`src/rtl/ext_trig_pkg.sv`:
```
package ext_trig_pkg;

    localparam int SLOTS_PER_WORD = 4;
    localparam int WORD_W         = 32;

    localparam int ACK_LSB   = 0;
    localparam int POL_LSB   = 4;
    localparam int ANY_LSB   = 8;
    localparam int LVL_LSB   = 12;
    localparam int EN_LSB    = 16;

    typedef struct packed {
        logic lvl_sel;
        logic pol;
        logic any_edge;
        logic en;
    } lane_cfg_t;

    typedef enum logic [2:0] {
        TRIG_FALL   = 3'd0,
        TRIG_RISE   = 3'd1,
        TRIG_ANY    = 3'd2,
        TRIG_LVL_LO = 3'd3,
        TRIG_LVL_HI = 3'd4
    } trig_mode_t;

    function automatic trig_mode_t decode_mode(input lane_cfg_t c);
        trig_mode_t m;
        if (c.any_edge)     m = TRIG_ANY;
        else if (c.lvl_sel) m = c.pol ? TRIG_LVL_HI : TRIG_LVL_LO;
        else                m = c.pol ? TRIG_RISE : TRIG_FALL;
        return m;
    endfunction

    function automatic lane_cfg_t slot_from_word(input logic [WORD_W-1:0] w,
                                                 input int slot);
        lane_cfg_t c;
        c.lvl_sel  = w[LVL_LSB + slot];
        c.pol      = w[POL_LSB + slot];
        c.any_edge = w[ANY_LSB + slot];
        c.en       = w[EN_LSB  + slot];
        return c;
    endfunction

endpackage

```
`src/rtl/ext_trig_sync.sv`:
```
module ext_trig_sync #(
    parameter int W = 4
) (
    input  logic         clk,
    input  logic         rst,
    input  logic [W-1:0] raw,
    output logic [W-1:0] cur,
    output logic [W-1:0] prev
);
    logic [W-1:0] meta_q;
    logic [W-1:0] cur_q;
    logic [W-1:0] prev_q;

    always_ff @(posedge clk) begin
        if (rst) begin
            meta_q <= '0;
            cur_q  <= '0;
            prev_q <= '0;
        end else begin
            meta_q <= raw;
            cur_q  <= meta_q;
            prev_q <= cur_q;
        end
    end

    assign cur  = cur_q;
    assign prev = prev_q;
endmodule

```
`src/rtl/ext_trig_regs.sv`:
```
module ext_trig_regs
    import ext_trig_pkg::*;
#(
    parameter int NUM_PINS = 4,
    parameter int NUM_WORDS = 1,
    parameter int BANK_W = 1
) (
    input  logic                clk,
    input  logic                rst,
    input  logic                wr_en,
    input  logic [BANK_W-1:0]   wr_bank,
    input  logic [WORD_W-1:0]   wr_data,
    input  logic [BANK_W-1:0]   rd_bank,
    output logic [WORD_W-1:0]   rd_data,
    output lane_cfg_t           cfg   [NUM_PINS],
    output logic [NUM_PINS-1:0] ack
);
    lane_cfg_t cfg_q [NUM_PINS];
    logic      unused_wr;

    assign unused_wr = ^wr_data;

    for (genvar i = 0; i < NUM_PINS; i++) begin : g_lane
        localparam int WI = i / SLOTS_PER_WORD;
        localparam int SI = i % SLOTS_PER_WORD;
        logic hit;

        assign hit    = wr_en && (int'(wr_bank) == WI);
        assign ack[i] = hit && wr_data[ACK_LSB + SI];
        assign cfg[i] = cfg_q[i];

        always_ff @(posedge clk) begin
            if (rst) begin
                cfg_q[i] <= '0;
            end else if (hit) begin
                cfg_q[i] <= slot_from_word(wr_data, SI);
            end
        end
    end

    always_comb begin
        rd_data = '0;
        for (int i = 0; i < NUM_PINS; i++) begin
            if (int'(rd_bank) == i / SLOTS_PER_WORD) begin
                rd_data[POL_LSB + i % SLOTS_PER_WORD] = cfg_q[i].pol;
                rd_data[ANY_LSB + i % SLOTS_PER_WORD] = cfg_q[i].any_edge;
                rd_data[LVL_LSB + i % SLOTS_PER_WORD] = cfg_q[i].lvl_sel;
                rd_data[EN_LSB  + i % SLOTS_PER_WORD] = cfg_q[i].en;
            end
        end
    end
endmodule

```
`src/rtl/ext_trig_lane.sv`:
```
module ext_trig_lane
    import ext_trig_pkg::*;
(
    input  logic      clk,
    input  logic      rst,
    input  lane_cfg_t cfg,
    input  logic      ack,
    input  logic      cur,
    input  logic      prev,
    output logic      held,
    output logic      req
);
    trig_mode_t mode;
    logic       rise;
    logic       fall;
    logic       fire;
    logic       is_level;
    logic       lvl_val;
    logic       held_q;

    always_comb begin
        mode     = decode_mode(cfg);
        rise     = cur & ~prev;
        fall     = ~cur & prev;
        is_level = 1'b0;
        lvl_val  = 1'b0;
        fire     = 1'b0;
        case (mode)
            TRIG_FALL:   fire = fall;
            TRIG_RISE:   fire = rise;
            TRIG_ANY:    fire = rise | fall;
            TRIG_LVL_HI: begin is_level = 1'b1; lvl_val = cur;  end
            TRIG_LVL_LO: begin is_level = 1'b1; lvl_val = ~cur; end
            default:     fire = 1'b0;
        endcase
    end

    always_ff @(posedge clk) begin
        if (rst) begin
            held_q <= 1'b0;
        end else if (fire) begin
            held_q <= 1'b1;
        end else if (ack) begin
            held_q <= 1'b0;
        end
    end

    assign held = held_q;
    assign req  = cfg.en & (is_level ? lvl_val : held_q);
endmodule

```
`src/rtl/ext_trig_unit.sv`:
```
module ext_trig_unit
    import ext_trig_pkg::*;
#(
    parameter int NUM_PINS  = 4,
    localparam int NUM_WORDS = (NUM_PINS + SLOTS_PER_WORD - 1) / SLOTS_PER_WORD,
    localparam int BANK_W    = (NUM_WORDS > 1) ? $clog2(NUM_WORDS) : 1
) (
    input  logic                clk,
    input  logic                rst,
    input  logic [NUM_PINS-1:0] pin_in,
    input  logic                cfg_wr_en,
    input  logic [BANK_W-1:0]   cfg_wr_bank,
    input  logic [31:0]         cfg_wr_data,
    input  logic [BANK_W-1:0]   cfg_rd_bank,
    output logic [31:0]         cfg_rd_data,
    output logic [NUM_PINS-1:0] irq_req
);
    lane_cfg_t           lane_cfg [NUM_PINS];
    logic [NUM_PINS-1:0] lane_ack;
    logic [NUM_PINS-1:0] pin_cur;
    logic [NUM_PINS-1:0] pin_prev;
    logic [NUM_PINS-1:0] lane_held;
    logic [NUM_PINS-1:0] lane_lvl;
    logic [NUM_PINS-1:0] lane_pol;
    logic [NUM_PINS-1:0] lane_any;
    logic [NUM_PINS-1:0] lane_en;

    ext_trig_sync #(.W(NUM_PINS)) u_sync (
        .clk  (clk),
        .rst  (rst),
        .raw  (pin_in),
        .cur  (pin_cur),
        .prev (pin_prev)
    );

    ext_trig_regs #(
        .NUM_PINS (NUM_PINS),
        .NUM_WORDS(NUM_WORDS),
        .BANK_W   (BANK_W)
    ) u_regs (
        .clk     (clk),
        .rst     (rst),
        .wr_en   (cfg_wr_en),
        .wr_bank (cfg_wr_bank),
        .wr_data (cfg_wr_data),
        .rd_bank (cfg_rd_bank),
        .rd_data (cfg_rd_data),
        .cfg     (lane_cfg),
        .ack     (lane_ack)
    );

    for (genvar i = 0; i < NUM_PINS; i++) begin : g_pin
        lane_cfg_t c;
        assign lane_lvl[i] = lane_cfg[i].lvl_sel;
        assign lane_pol[i] = lane_cfg[i].pol;
        assign lane_any[i] = lane_cfg[i].any_edge;
        assign lane_en[i]  = lane_cfg[i].en;
        assign c = '{lvl_sel: lane_lvl[i], pol: lane_pol[i],
                     any_edge: lane_any[i], en: lane_en[i]};

        ext_trig_lane u_lane (
            .clk  (clk),
            .rst  (rst),
            .cfg  (c),
            .ack  (lane_ack[i]),
            .cur  (pin_cur[i]),
            .prev (pin_prev[i]),
            .held (lane_held[i]),
            .req  (irq_req[i])
        );
    end
endmodule

```
`config.mk`:
```
export PLATFORM = sky130hd
export DESIGN_NAME = ext_trig_unit
export DESIGN_NICKNAME = d
export VERILOG_FILES = /design/src/rtl/ext_trig_pkg.sv /design/src/rtl/ext_trig_sync.sv /design/src/rtl/ext_trig_regs.sv /design/src/rtl/ext_trig_lane.sv /design/src/rtl/ext_trig_unit.sv
export SDC_FILE = /design/constraint.sdc
export NUM_CORES = 1
export LEC_CHECK = 0
export BUFFER_PORTS_ARGS = -buffer_cell sky130_fd_sc_hd__clkbuf_2
export CAP_MARGIN = 20
export CORE_MARGIN = 5
export CORE_UTILIZATION = 51
export DETAILED_ROUTE_END_ITERATION = 10
export PLACE_DENSITY = 0.84
export SETUP_SLACK_MARGIN = 0.1
export SYNTH_ARGS = -nofsm -noshare
export SYNTH_HDL_FRONTEND = slang
export SYNTH_SLANG_ARGS = --single-unit
```
`constraint.sdc`:
```
create_clock -name clk -period 4.16 [get_ports clk]
set_input_delay 0.624 -clock clk [delete_from_list [all_inputs] [get_ports clk]]
set_output_delay 0.624 -clock clk [all_outputs]
set_load 0.01 [all_outputs]
```
### After elaboration in Yosys (flattened, before gate mapping)

Memories as Yosys holds them, arrays and structs flattened.
Cells that the tools add are included.

| operators by class | value |
|---|---|
| $add $sub $neg | 0 |
| $mul | 0 |
| div/mod/pow operators | 0 |
| $lt $le $gt $ge | 0 |
| eq/ne operators | 16 |
| shift operators | 0 |
| multiplexer cells | 65 |
| bitwise logic cells | 29 |
| reduce and logical (&&, ||, !) cells | 17 |

Operators with widths:

| kind | number |
|---|---|
| two-way mux 1 bit | 41 |
| two-way mux 3 bit | 12 |
| == test 3 x 2 -> 1 bit (second input constant) | 8 |
| two-way mux 4 bit | 4 |
| AND 1 bit | 12 |
| == test 3 x 1 -> 1 bit (second input constant) | 4 |
| == test 3 bit (second input constant) | 4 |
| zero test 3 bit | 4 |
| one-hot mux 1 bit (3 select lines) | 4 |
| inverter 1 bit | 9 |
| bitwise OR 1 bit | 8 |
| one-hot mux 1 bit (2 select lines) | 4 |
| nonzero test 2 bit | 4 |
| OR reduction 2 bit | 4 |
| logical AND 1 bit | 5 |

| word-level totals | value |
|---|---|
| bits in registers | 16 |
| bits in latches | 0 |
| memory bits (writable) | 16 |
| ROM bits | 0 |
| bits of input ports | 41 |
| output and inout port bits | 36 |
| logic and storage cells | 135 |
| memories | 1 |

Memory list:

| memory | words | bits a word | rd ports | clocked after Yosys merged registers in | wr ports | RTL line | text |
|---|---|---|---|---|---|---|---|
| u_regs.cfg_q | 4 | 4 | 4 | 0 | 4 | ext_trig_regs.sv:18 | `lane_cfg_t cfg_q [NUM_PINS];` |

### Depth between registers and ports, before layout

An unclocked memory read counts as a cell.

| depth | value |
|---|---|
| depth in word-level cells | 9 |
| depth in mapped cells | 7 |
| depth with buffers taken out | 6 |

### Cells and area by module

Synthesis repeated with hierarchy kept, for this count alone.

| unflattened totals | value |
|---|---|
| cell total of the unflattened synthesis | 175 |
| area, all modules | 1890.6 sq um |

By module, submodules not included:

| module | instances | cells an instance | area each (sq um) | seq. area each (sq um) |
|---|---|---|---|---|
| ext_trig_regs | 1 | 74 | 893.4 | 480.5 |
| ext_trig_lane | 4 | 19 | 157.7 | 20.0 |
| ext_trig_sync | 1 | 25 | 366.6 | 240.2 |

### Worst setup path before layout

No wires, ideal clock.

| timing path | value |
|---|---|
| path type | register to output |
| start point | memory u_regs.cfg_q[3][3] (netlist name) |
| end point | output port irq_req[3] |
| arrival time | 1.407 ns |
| required time | 3.536 ns |
| slack | 2.129 ns |
| stages on the path, launching flop included | 6 |
| buffers on the path | 1 |
| path through | edfxtp_1 > ha_1 > nor4b_1 > a31oi_1 > o221a_1 > buf_4 |

RTL lines:

| what | RTL line | text |
|---|---|---|
| start, declared | ext_trig_regs.sv:18 |  |
| end, declared | ext_trig_unit.sv:16 | `output logic [NUM_PINS-1:0] irq_req` |

==> flow_summary.ini <==
[logic_synthesis]
yosysWarnings = 0
synth-seq-area-share_pct = 42.36
ys_seq_elements = 32
syn_avg_cell_area_um2 = 9.646
synthCells = 196
synth_edf_count = 16
async_flop_share_pct = 0
synth_top_area_cell = edfxtp_1
synth_flop_cell = edfxtp_1
mappedNetlistArea_um2 = 1891
synthTopCellsByArea = edfxtp_1 (25%), dfxtp_1 (17%), ha_1 (11%), buf_4 (8.3%), nor2b_1 (7.3%)
synthDistinctLibCells = 35
yosysMostFrequentCell = nor2b_1
netlist.area_leader.share_pct = 25.41
yosys-top-cells-count = nor2b_1 (22), buf_4 (21)

[power_and_ir_drop]
switching_share_pct = 25.55
internal_power_uw = 566.5
clockPowerShare_pct = 33.7
peakVddDrop_uv = 233.6
p_leak_nw = 0.9776
p_sw_uw = 194.4
share_comb_of_total_power_pct = 17.6
p_seq_share_pct = 48.7
powerDensity_nw_per_um2 = 350.7

[placement]
place_area_um2 = 2069
hpwl_um = 2783
gp_congestion = 0.7232
placed_cells = 283
place_ws_ns = 2.062
io_buffers = 48

[timing]
finalHoldViolations = 0
setup_viol = 0
worst_slew_pin_slew_ns = 0.6764
finalSetupTns_ns = 0
fin_ws_ns = 1.718
rsz0062_at_grt = no
fin_crit_ns = 2.442
timing.fmax_mhz = 409.5
timing.final.crit_share_pct = 58.70
finalClockSkew_ns = 0.004561
slew_headroom_pct = 54.91
drv_slew = 0

[drt]
drc = 0
num_vias = 1409
vias_per_cell = 4.842
dr.pass1.iters = 4
routed_wl_um = 3573
postRouteAntennaNets = 0
wire_per_inst_um = 12.28
drt_iter0_markers = 39

[finish]
nNetsFinal = 299
drive_above_1_share_pct = 23.87
n_antenna_cell = 0
fin_area_um2 = 2170
area_delta_synth_final_pct = 14.76
final_util_pct = 59.71
stdcell_count = 291

[clock_tree]
cts-root-buf = clkbuf_8
cts-hold-fix-buffers = 0
postCtsSetupBuffers = 0
cts.sinks = 32
cts_max_level = 2
postCtsResizedCells = 0
clk_latency_ns = 0.28
clk_path_buf_depth = 2
cts_buffers = 5
clk_pin_slew_worst_paths_ns = 0.06
cts_tree = done

[setup_path]
worstPathRequired_ns = 3.54
cp-start-kind = register
crit_fanout = 5
r2r_slack_ns = 2.58
crit_path_end = irq_req[3]
critPathKind = reg2out
r2r-start = u_regs.cfg_q[3][3]
ff2ff_path_depth = 5
setup.worst_path.end_class = output port
cp.arrival_ns = 1.82
timing.rr.end = g_pin[3].u_lane.held
cp-startpoint = u_regs.cfg_q[3][3]

[floorplanning]
dieArea_um2 = 5025
start_util_pct = 52.03
core_um2 = 3633
fp.dieW_um = 70.89
rows = 22
ios = 77
dieHeight_um = 70.89

[grt]
grt_overflow = 0
grt_max_degree = 21
grt_pass1_vias = 1414
grt_pass1_wl_um = 5789
antenna_found_initial = 0
grt_usage_pct = 14.79

[min_path]
hp-class = reg2reg
min_from = u_sync.meta_q[0]

[job]
maxCapViolCount = 0

[status]
outcome = completed
final cells by class:
cell class	instances	area, um^2
clock buffer	8	100.1
fill	356	1464
tap	48	60.06
inverter	14	52.55
multi-input combinational	141	915.9
timing repair buffer	48	240.2
sequential	32	800.8
power by group through the flow:
stage	sequential [mW]	combinational, mW	clock (mW)
3_3_place_gp	0.376	0.129	0
2_1_floorplan	0.373	0.111	0
3_5_place_dp	0.378	0.135	0
4_1_cts	0.371	0.135	0.264
5_1_grt	0.374	0.151	0.275
6_report	0.371	0.134	0.256
metrics by stage:
step	power, mW	hold slack, ns
2_1_floorplan	0.4833	0.4138
3_5_place_dp	0.5124	0.4231
6_report	0.7609	0.4350
3_3_place_gp	0.5057	0.4160
5_1_grt	0.7998	0.4554
4_1_cts	0.7703	0.4376
flip-flops by register name, summed over array words and instances, names as in the netlist:
| register | count |
|---|---|
| g_pin.u_lane.held | 4 |
| u_regs.cfg_q | 16 |
| u_sync.cur | 4 |
| u_sync.prev | 4 |
| u_sync.meta_q | 4 |
how the worst min path moves through the flow:
stage	end	cells after the start
after CTS	u_sync.cur[1]	1
after global placement	u_sync.cur[1]	1
after global routing	u_sync.cur[2]	1
final	u_sync.cur[0]	1
after detailed placement	u_sync.cur[0]	1
after floorplan	u_sync.cur[0]	1
critical path: stages (launching register included):
cell and delay [ns]:
edfxtp_1 0.41, ha_1 0.35, nor4b_1 0.33, a31oi_1 0.08, o221a_1 0.25, clkbuf_2 0.12
cells in the final DEF, fill, tap and decap left out:
cell type,n
o211a_1,1
nor2b_2,1
nor2b_1,22
or3b_1,2
and2_1,16
o31a_1,2
nor3b_1,2
nor4bb_1,1
clkbuf_1,1
nor2_1,11
nor4b_1,3
o22ai_1,2
and2b_1,1
inv_2,1
o21ai_1,3
a21oi_2,1
nand2b_1,2
conb_1,16
dfxtp_1,16
a31oi_1,4
ha_1,16
inv_1,13
clkbuf_2,48
nor3_1,2
clkbuf_8,7
o221a_1,3
o21ai_0,3
nand3_1,2
a21oi_1,9
edfxtp_1,16
a211o_1,2
or2_1,1
o21bai_1,1
nand2_1,12
layer usage:
layer  share of wire (%)  vias to the layer above  global-route usage, %
met2                  54                       44                  27.50
li1                    -                      716                      -
met5                   0                        -                      0
met4                0.95                        0                  6.263
met3                 7.7                        4                  5.398
met1                  37                      645                  14.64
cells by family (layout without fill, tap and decap cells):
family	Yosys count	count (layout)	synth area share, %
and+or+nand+nor	78	78	23.69
AOI/OAI and AO/OA	31	31	10.99
other	1	16	0.1984
buffers and inverters	38	70	12.18
adders and majority gates	16	16	10.59
DFF	32	32	42.36
No activity file was read; power rests on OpenSTA's default activity.
